$ cat config.mk
export PLATFORM = sky130hd
export DESIGN_NAME = bitrate_svc_handler
export DESIGN_NICKNAME = d
export VERILOG_FILES = /design/src/rtl/bitrate_pkg.sv /design/src/rtl/frame_decoder.sv /design/src/rtl/delay_sequencer.sv /design/src/rtl/resp_builder.sv /design/src/rtl/bitrate_svc_handler.sv
export SDC_FILE = /design/constraint.sdc
export NUM_CORES = 1
export LEC_CHECK = 0
export BUFFER_PORTS_ARGS = -buffer_cell sky130_fd_sc_hd__buf_2
export CORE_MARGIN = 2
export CORE_UTILIZATION = 43
export CTS_BUF_LIST = sky130_fd_sc_hd__clkbuf_8
export CTS_CLUSTER_SIZE = 40
export DETAILED_ROUTE_END_ITERATION = 8
export GPL_TIMING_DRIVEN = 0
export HOLD_SLACK_MARGIN = 0.05
export PLACE_DENSITY = 0.8
export SETUP_SLACK_MARGIN = 0.1
export SLEW_MARGIN = 30
export SYNTH_ARGS = -nofsm -noshare
export SYNTH_HDL_FRONTEND = slang
export SYNTH_SLANG_ARGS = --single-unit
$ cat constraint.sdc
create_clock -name clk -period 2.67 [get_ports clk]
set_input_delay 0 -clock clk [delete_from_list [all_inputs] [get_ports clk]]
set_output_delay 0 -clock clk [all_outputs]
set_load 0.005 [all_outputs]
$ cat src/rtl/bitrate_pkg.sv
package bitrate_pkg;
  localparam logic [10:0] REQ_ID  = 11'h7E5;
  localparam logic [10:0] RSP_ID  = 11'h7E4;
  localparam logic [3:0]  FRM_LEN = 4'd8;
  localparam logic [7:0]  CMD_CFG = 8'h13;
  localparam logic [7:0]  CMD_ACT = 8'h15;
  localparam logic [7:0]  IDX_TOP = 8'd8;
  localparam logic [7:0]  IDX_RSV = 8'd5;
  localparam logic [7:0]  ST_OK   = 8'h00;
  localparam logic [7:0]  ST_BAD  = 8'h01;
  localparam int          RATE_W  = 10;

  typedef enum logic [1:0] {SEQ_IDLE, SEQ_FIRST, SEQ_SECOND} seq_state_t;

  function automatic logic [7:0] frame_byte(input logic [63:0] d, input int n);
    return d[8*n +: 8];
  endfunction

  function automatic logic idx_supported(input logic [7:0] idx);
    return (idx <= IDX_TOP) && (idx != IDX_RSV);
  endfunction

  function automatic logic [15:0] le16(input logic [7:0] lo, input logic [7:0] hi);
    return {hi, lo};
  endfunction

  function automatic logic [RATE_W-1:0] idx_kbps(input logic [7:0] idx);
    case (idx)
      8'd0:    return RATE_W'(1000);
      8'd1:    return RATE_W'(800);
      8'd2:    return RATE_W'(500);
      8'd3:    return RATE_W'(250);
      8'd4:    return RATE_W'(125);
      8'd6:    return RATE_W'(50);
      8'd7:    return RATE_W'(20);
      8'd8:    return RATE_W'(10);
      default: return '0;
    endcase
  endfunction
endpackage

$ cat src/rtl/frame_decoder.sv
module frame_decoder
  import bitrate_pkg::*;
#(
  parameter int DLY_W = 16
) (
  input  logic             enable,
  input  logic             rx_valid,
  input  logic [10:0]      rx_id,
  input  logic [3:0]       rx_len,
  input  logic [63:0]      rx_data,
  output logic             cfg_fire,
  output logic             act_fire,
  output logic [7:0]       cfg_idx,
  output logic             cfg_ok,
  output logic [DLY_W-1:0] act_delay
);
  logic frame_hit;
  logic [7:0] cmd;

  always_comb begin
    frame_hit = enable && rx_valid && (rx_id == REQ_ID) && (rx_len == FRM_LEN);
    cmd       = frame_byte(rx_data, 0);
    cfg_fire  = frame_hit && (cmd == CMD_CFG);
    act_fire  = frame_hit && (cmd == CMD_ACT);
    cfg_idx   = frame_byte(rx_data, 2);
    cfg_ok    = idx_supported(cfg_idx);
    act_delay = DLY_W'(le16(frame_byte(rx_data, 1), frame_byte(rx_data, 2)));
  end
endmodule

$ cat src/rtl/delay_sequencer.sv
module delay_sequencer
  import bitrate_pkg::*;
#(
  parameter int DLY_W = 16
) (
  input  logic             clk,
  input  logic             rst,
  input  logic             start,
  input  logic [DLY_W-1:0] delay,
  input  logic             tick,
  output logic             switch_now,
  output logic             busy
);
  seq_state_t       state_q;
  logic [DLY_W-1:0] rem_q;
  logic [DLY_W-1:0] dly_q;
  logic             rem_zero;

  assign rem_zero   = (rem_q == '0);
  assign switch_now = (state_q == SEQ_FIRST) && rem_zero;
  assign busy       = (state_q != SEQ_IDLE);

  always_ff @(posedge clk) begin
    if (rst) begin
      state_q <= SEQ_IDLE;
      rem_q   <= '0;
      dly_q   <= '0;
    end else begin
      case (state_q)
        SEQ_IDLE: if (start) begin
          dly_q   <= delay;
          rem_q   <= delay;
          state_q <= SEQ_FIRST;
        end
        SEQ_FIRST: if (rem_zero) begin
          rem_q   <= dly_q;
          state_q <= SEQ_SECOND;
        end else if (tick) begin
          rem_q <= rem_q - 1'b1;
        end
        SEQ_SECOND: if (rem_zero) begin
          state_q <= SEQ_IDLE;
        end else if (tick) begin
          rem_q <= rem_q - 1'b1;
        end
        default: state_q <= SEQ_IDLE;
      endcase
    end
  end
endmodule

$ cat src/rtl/resp_builder.sv
module resp_builder
  import bitrate_pkg::*;
(
  input  logic        clk,
  input  logic        rst,
  input  logic        load,
  input  logic        ok,
  input  logic        tx_ready,
  output logic        tx_valid,
  output logic [63:0] tx_data
);
  always_ff @(posedge clk) begin
    if (rst) begin
      tx_valid <= 1'b0;
      tx_data  <= '0;
    end else if (load) begin
      tx_valid <= 1'b1;
      tx_data  <= {48'h0, (ok ? ST_OK : ST_BAD), CMD_CFG};
    end else if (tx_valid && tx_ready) begin
      tx_valid <= 1'b0;
    end
  end
endmodule

$ cat src/rtl/bitrate_svc_handler.sv
module bitrate_svc_handler
  import bitrate_pkg::*;
#(
  parameter int               IDX_W        = 4,
  parameter int               DLY_W        = 16,
  parameter logic [IDX_W-1:0] PERSIST_INIT = IDX_W'(4)
) (
  input  logic                 clk,
  input  logic                 rst_n,
  input  logic                 por_n,
  input  logic                 ms_tick,
  input  logic                 rx_valid,
  input  logic [10:0]          rx_id,
  input  logic [3:0]           rx_len,
  input  logic [63:0]          rx_data,
  input  logic                 store_cfg,
  input  logic                 tx_ready,
  output logic                 tx_valid,
  output logic [10:0]          tx_id,
  output logic [3:0]           tx_len,
  output logic [63:0]          tx_data,
  output logic                 busy,
  output logic [IDX_W-1:0]     pending_idx,
  output logic [IDX_W-1:0]     active_idx,
  output logic [IDX_W-1:0]     persist_idx,
  output logic [RATE_W-1:0]    active_kbps
);
  logic             rst;
  logic             idle;
  logic             cfg_fire;
  logic             act_fire;
  logic [7:0]       cfg_idx;
  logic             cfg_ok;
  logic [DLY_W-1:0] act_delay;
  logic             switch_now;
  logic             cfg_take;

  assign rst      = !rst_n || !por_n;
  assign idle     = !busy && !tx_valid;
  assign cfg_take = cfg_fire && cfg_ok;
  assign tx_id    = RSP_ID;
  assign tx_len   = FRM_LEN;

  frame_decoder #(.DLY_W(DLY_W)) u_dec (
    .enable(idle), .rx_valid(rx_valid), .rx_id(rx_id), .rx_len(rx_len),
    .rx_data(rx_data), .cfg_fire(cfg_fire), .act_fire(act_fire),
    .cfg_idx(cfg_idx), .cfg_ok(cfg_ok), .act_delay(act_delay)
  );

  delay_sequencer #(.DLY_W(DLY_W)) u_seq (
    .clk(clk), .rst(rst), .start(act_fire), .delay(act_delay),
    .tick(ms_tick), .switch_now(switch_now), .busy(busy)
  );

  resp_builder u_rsp (
    .clk(clk), .rst(rst), .load(cfg_fire), .ok(cfg_ok),
    .tx_ready(tx_ready), .tx_valid(tx_valid), .tx_data(tx_data)
  );

  always_ff @(posedge clk) begin
    if (!por_n)         persist_idx <= PERSIST_INIT;
    else if (store_cfg) persist_idx <= pending_idx;
  end

  always_ff @(posedge clk) begin
    if (rst) begin
      pending_idx <= persist_idx;
      active_idx  <= persist_idx;
    end else begin
      if (cfg_take)   pending_idx <= cfg_idx[IDX_W-1:0];
      if (switch_now) active_idx  <= pending_idx;
    end
  end

  assign active_kbps = idx_kbps(8'(active_idx));
endmodule

==> impl_metrics.yaml <==
run_status:
  status: "finished clean"
drt:
  route.detailed.drc: 0
  first_iter_violations: 219
  first_pass_iters: 4
  via_count: 3436
  post_drt_wl_per_cell_um: 12.8
  viasPerCell: 4.71
  routed_wl_um: 9330
  ant_nets: 0
sta:
  setup_violations: 0
  hold_violations: 0
  fin_crit_sh: 0.960
  setup_tns_ns: 0
  rsz0062_at_grt: "true"
  relSlewSlack: 0.580
  fin_crit_ns: 2.56
  clock_skew_ns: 0.00753
  slew_viol_final: 0
  whs_ns: 0.0843
  fmax_ghz: 0.390
  worstMarginPinSlew_ns: 0.630
critical_path:
  start_kind: "register"
  cp_data_arrival_time_ns: 2.82
  path_class: "reg2reg"
  critPathLaunch: "u_seq.state_q[1]"
  crit_path_max_fanout: 8
  cp_data_required_time_ns: 2.93
  rr_startpoint: "u_seq.state_q[1]"
  crit_path_end_kind: "register"
place:
  portBuffers: 72
  place.gp.congestion: 0.907
  dp_cells: 671
  place_hpwl_um: 6550
global_route:
  grt_max_degree: 11
  antenna_found_initial: 0
  grt_util_all_layers: 0.192
  grt_pass1_vias: 3257
  overflow: 0
  grt_pass1_wl_um: 15100
cells_and_area:
  fin_cells: 729
  area_growth_syn_to_layout_pct: 40.9
  fin_nets: 716
  diodes: 0
  n_fill_cell: 700
  postLayoutCoreUtil: 0.632
  drive_gt1_frac: 0.413
clock_tree:
  cts.clk_slew.worst_paths_ns: 0.06
  clock_path_buffers: 2
  cts-htree-levels: 3
  cts-root-buf: "clkbuf_8"
  cts_buffers: 9
  cts_tree: "done"
  cts.sinks: 59
  clock_latency_ns: 0.34
floorplanning:
  num_io_pins: 189
  rows: 33
  start_util: 0.448
  die_w_um: 97.0
  die_y_um: 97.0
  coreArea_um2: 8300
  die_area_um2: 9410
synth:
  syn_inst: 421
  synth_warnings: 0
  ys_seq_area_frac: 0.339
  syn-mean-instance-area_um2: 8.84
  synth-main-ff-cell: "dfxtp_1"
  yosysMostFrequentCell: "buf_4"
  synth.area.top_cells: "dfxtp_1 (27%), buf_4 (16%), mux2i_1 (7.0%)"
  ys_types: 52
  async_reset_ff_frac: 0
  synth_edf_count: 8
  synth_common_cells: "buf_4 (78), dfxtp_1 (51), nand2_1 (45)"
  synth.cell_area_um2: 3720
  yosysTopAreaCell: "dfxtp_1"
  synth_top_area_frac: 0.274
  synth-seq-cells: 59
job:
  cap_violations: 0
pwr:
  power_uw: 2170
  cellPowerDensity_nw_per_um2: 414
  p_leak_uw: 0.00252
  vdd_drop_max_v: 0.000221
min_path:
  hold_start: "rx_data[1]"
  hold_path_class: "in2reg"
-- cells by family after synthesis --
group | after synthesis | share of synthesized area
AOI/OAI and AO/OA | 56 | 0.123
xor gates and xnor gates | 14 | 0.0330
adders and majority gates | 11 | 0.0370
buffers and inverters | 109 | 0.191
DFF | 59 | 0.339
muxes | 26 | 0.0700
other | 2 | 0.00202
and+or+nand+nor | 144 | 0.205
-- repair_timing --
action,4_1_cts,5_1_grt
gates resized for setup,25,20
pin swaps,4,11
endpoints found under the setup margin,21,35
buffers inserted,12,12
endpoints found under the hold margin,37,0
hold buffers,19,0
-- path summary, 6_finish.rpt --
| kind | to | slack (ns) | cells past startpoint |
|---|---|---|---|
| worst max-delay path | active_kbps[3] | 0.11 | 10 |
| worst min-delay path | u_rsp.tx_data[4] | 0.08 | 5 |
| worst max register to register | active_kbps[3] | 0.11 | 10 |
| worst min register to register | u_rsp.tx_data[8] | 0.48 | 2 |
-- cells in the final DEF, fill, tap and decap left out, drive strengths merged, types with 4 or more instances in the layout --
master,synthesis,layout
a21oi,7,7
a32o,16,16
buf,85,180
clkbuf,10,20
conb,2,75
dfxtp,51,51
dlygate4sd3,0,19
edfxtp,8,8
ha,11,11
inv,14,15
mux2i,26,26
nand2,45,45
nand2b,5,5
nor2,38,38
nor2b,4,4
nor3,4,4
nor4,6,6
o211ai,16,16
o21ai,7,7
or2,20,20
xnor2,5,5
xor2,9,9
-- worst max-delay path: stages (launching register included) --
cell      delay [ns]
dfxtp_2         0.34
inv_2           0.08
ha_4            0.16
or4b_4          0.48
nor4_4          0.28
buf_6           0.16
buf_4           0.13
mux2i_4         0.25
a21oi_4         0.12
or3_4           0.39
o211ai_1        0.09
-- report_power, final --
part           internal [uW]  total (uW)  switching, uW
Combinational            227         411            185
Clock                    448         798            350
Sequential               938         959           21.2
-- area by class of cell --
class / count / area (um2) / share of cell area
timing repair buffer: 115 / 738 / 0.141
buffer: 94 / 669 / 0.128
multi-input combinational: 326 / 2180 / 0.416
inverter: 14 / 55.1 / 0.0105
tap: 105 / 131 / 0.0251
sequential: 59 / 1270 / 0.243
clock buffer: 10 / 138 / 0.0263
clock inverter: 6 / 56.3 / 0.0107
-- layer usage --
metal	routed length, um	up-vias	track usage
met5	0	-	0
met4	131	0	0.0455
met3	585	16	0.0585
met2	4950	122	0.347
met1	3670	1612	0.221
li1	-	1686	-
-- state kept, by name (all words and copies together), names as in the netlist --
signal          cells
active_idx          4
active_kbps        10
pending_idx         4
persist_idx         4
u_rsp.tx_data       2
u_rsp.tx_valid      1
u_seq.dly_q        16
u_seq.rem_q        16
u_seq.state_q       2
-- stage by stage --
| stage | setup slack [ns] | area (um2) |
|---|---|---|
| 3_3_place_gp | -0.266 | 4520 |
| 4_1_cts | 0.0714 | 5060 |
| 5_1_grt | 0.0369 | 5240 |
| 6_report | 0.107 | 5240 |
| 3_5_place_dp | -0.336 | 4520 |
| 2_1_floorplan | 0.0693 | 4030 |
Note: power is estimated with default switching activity, not from simulation.
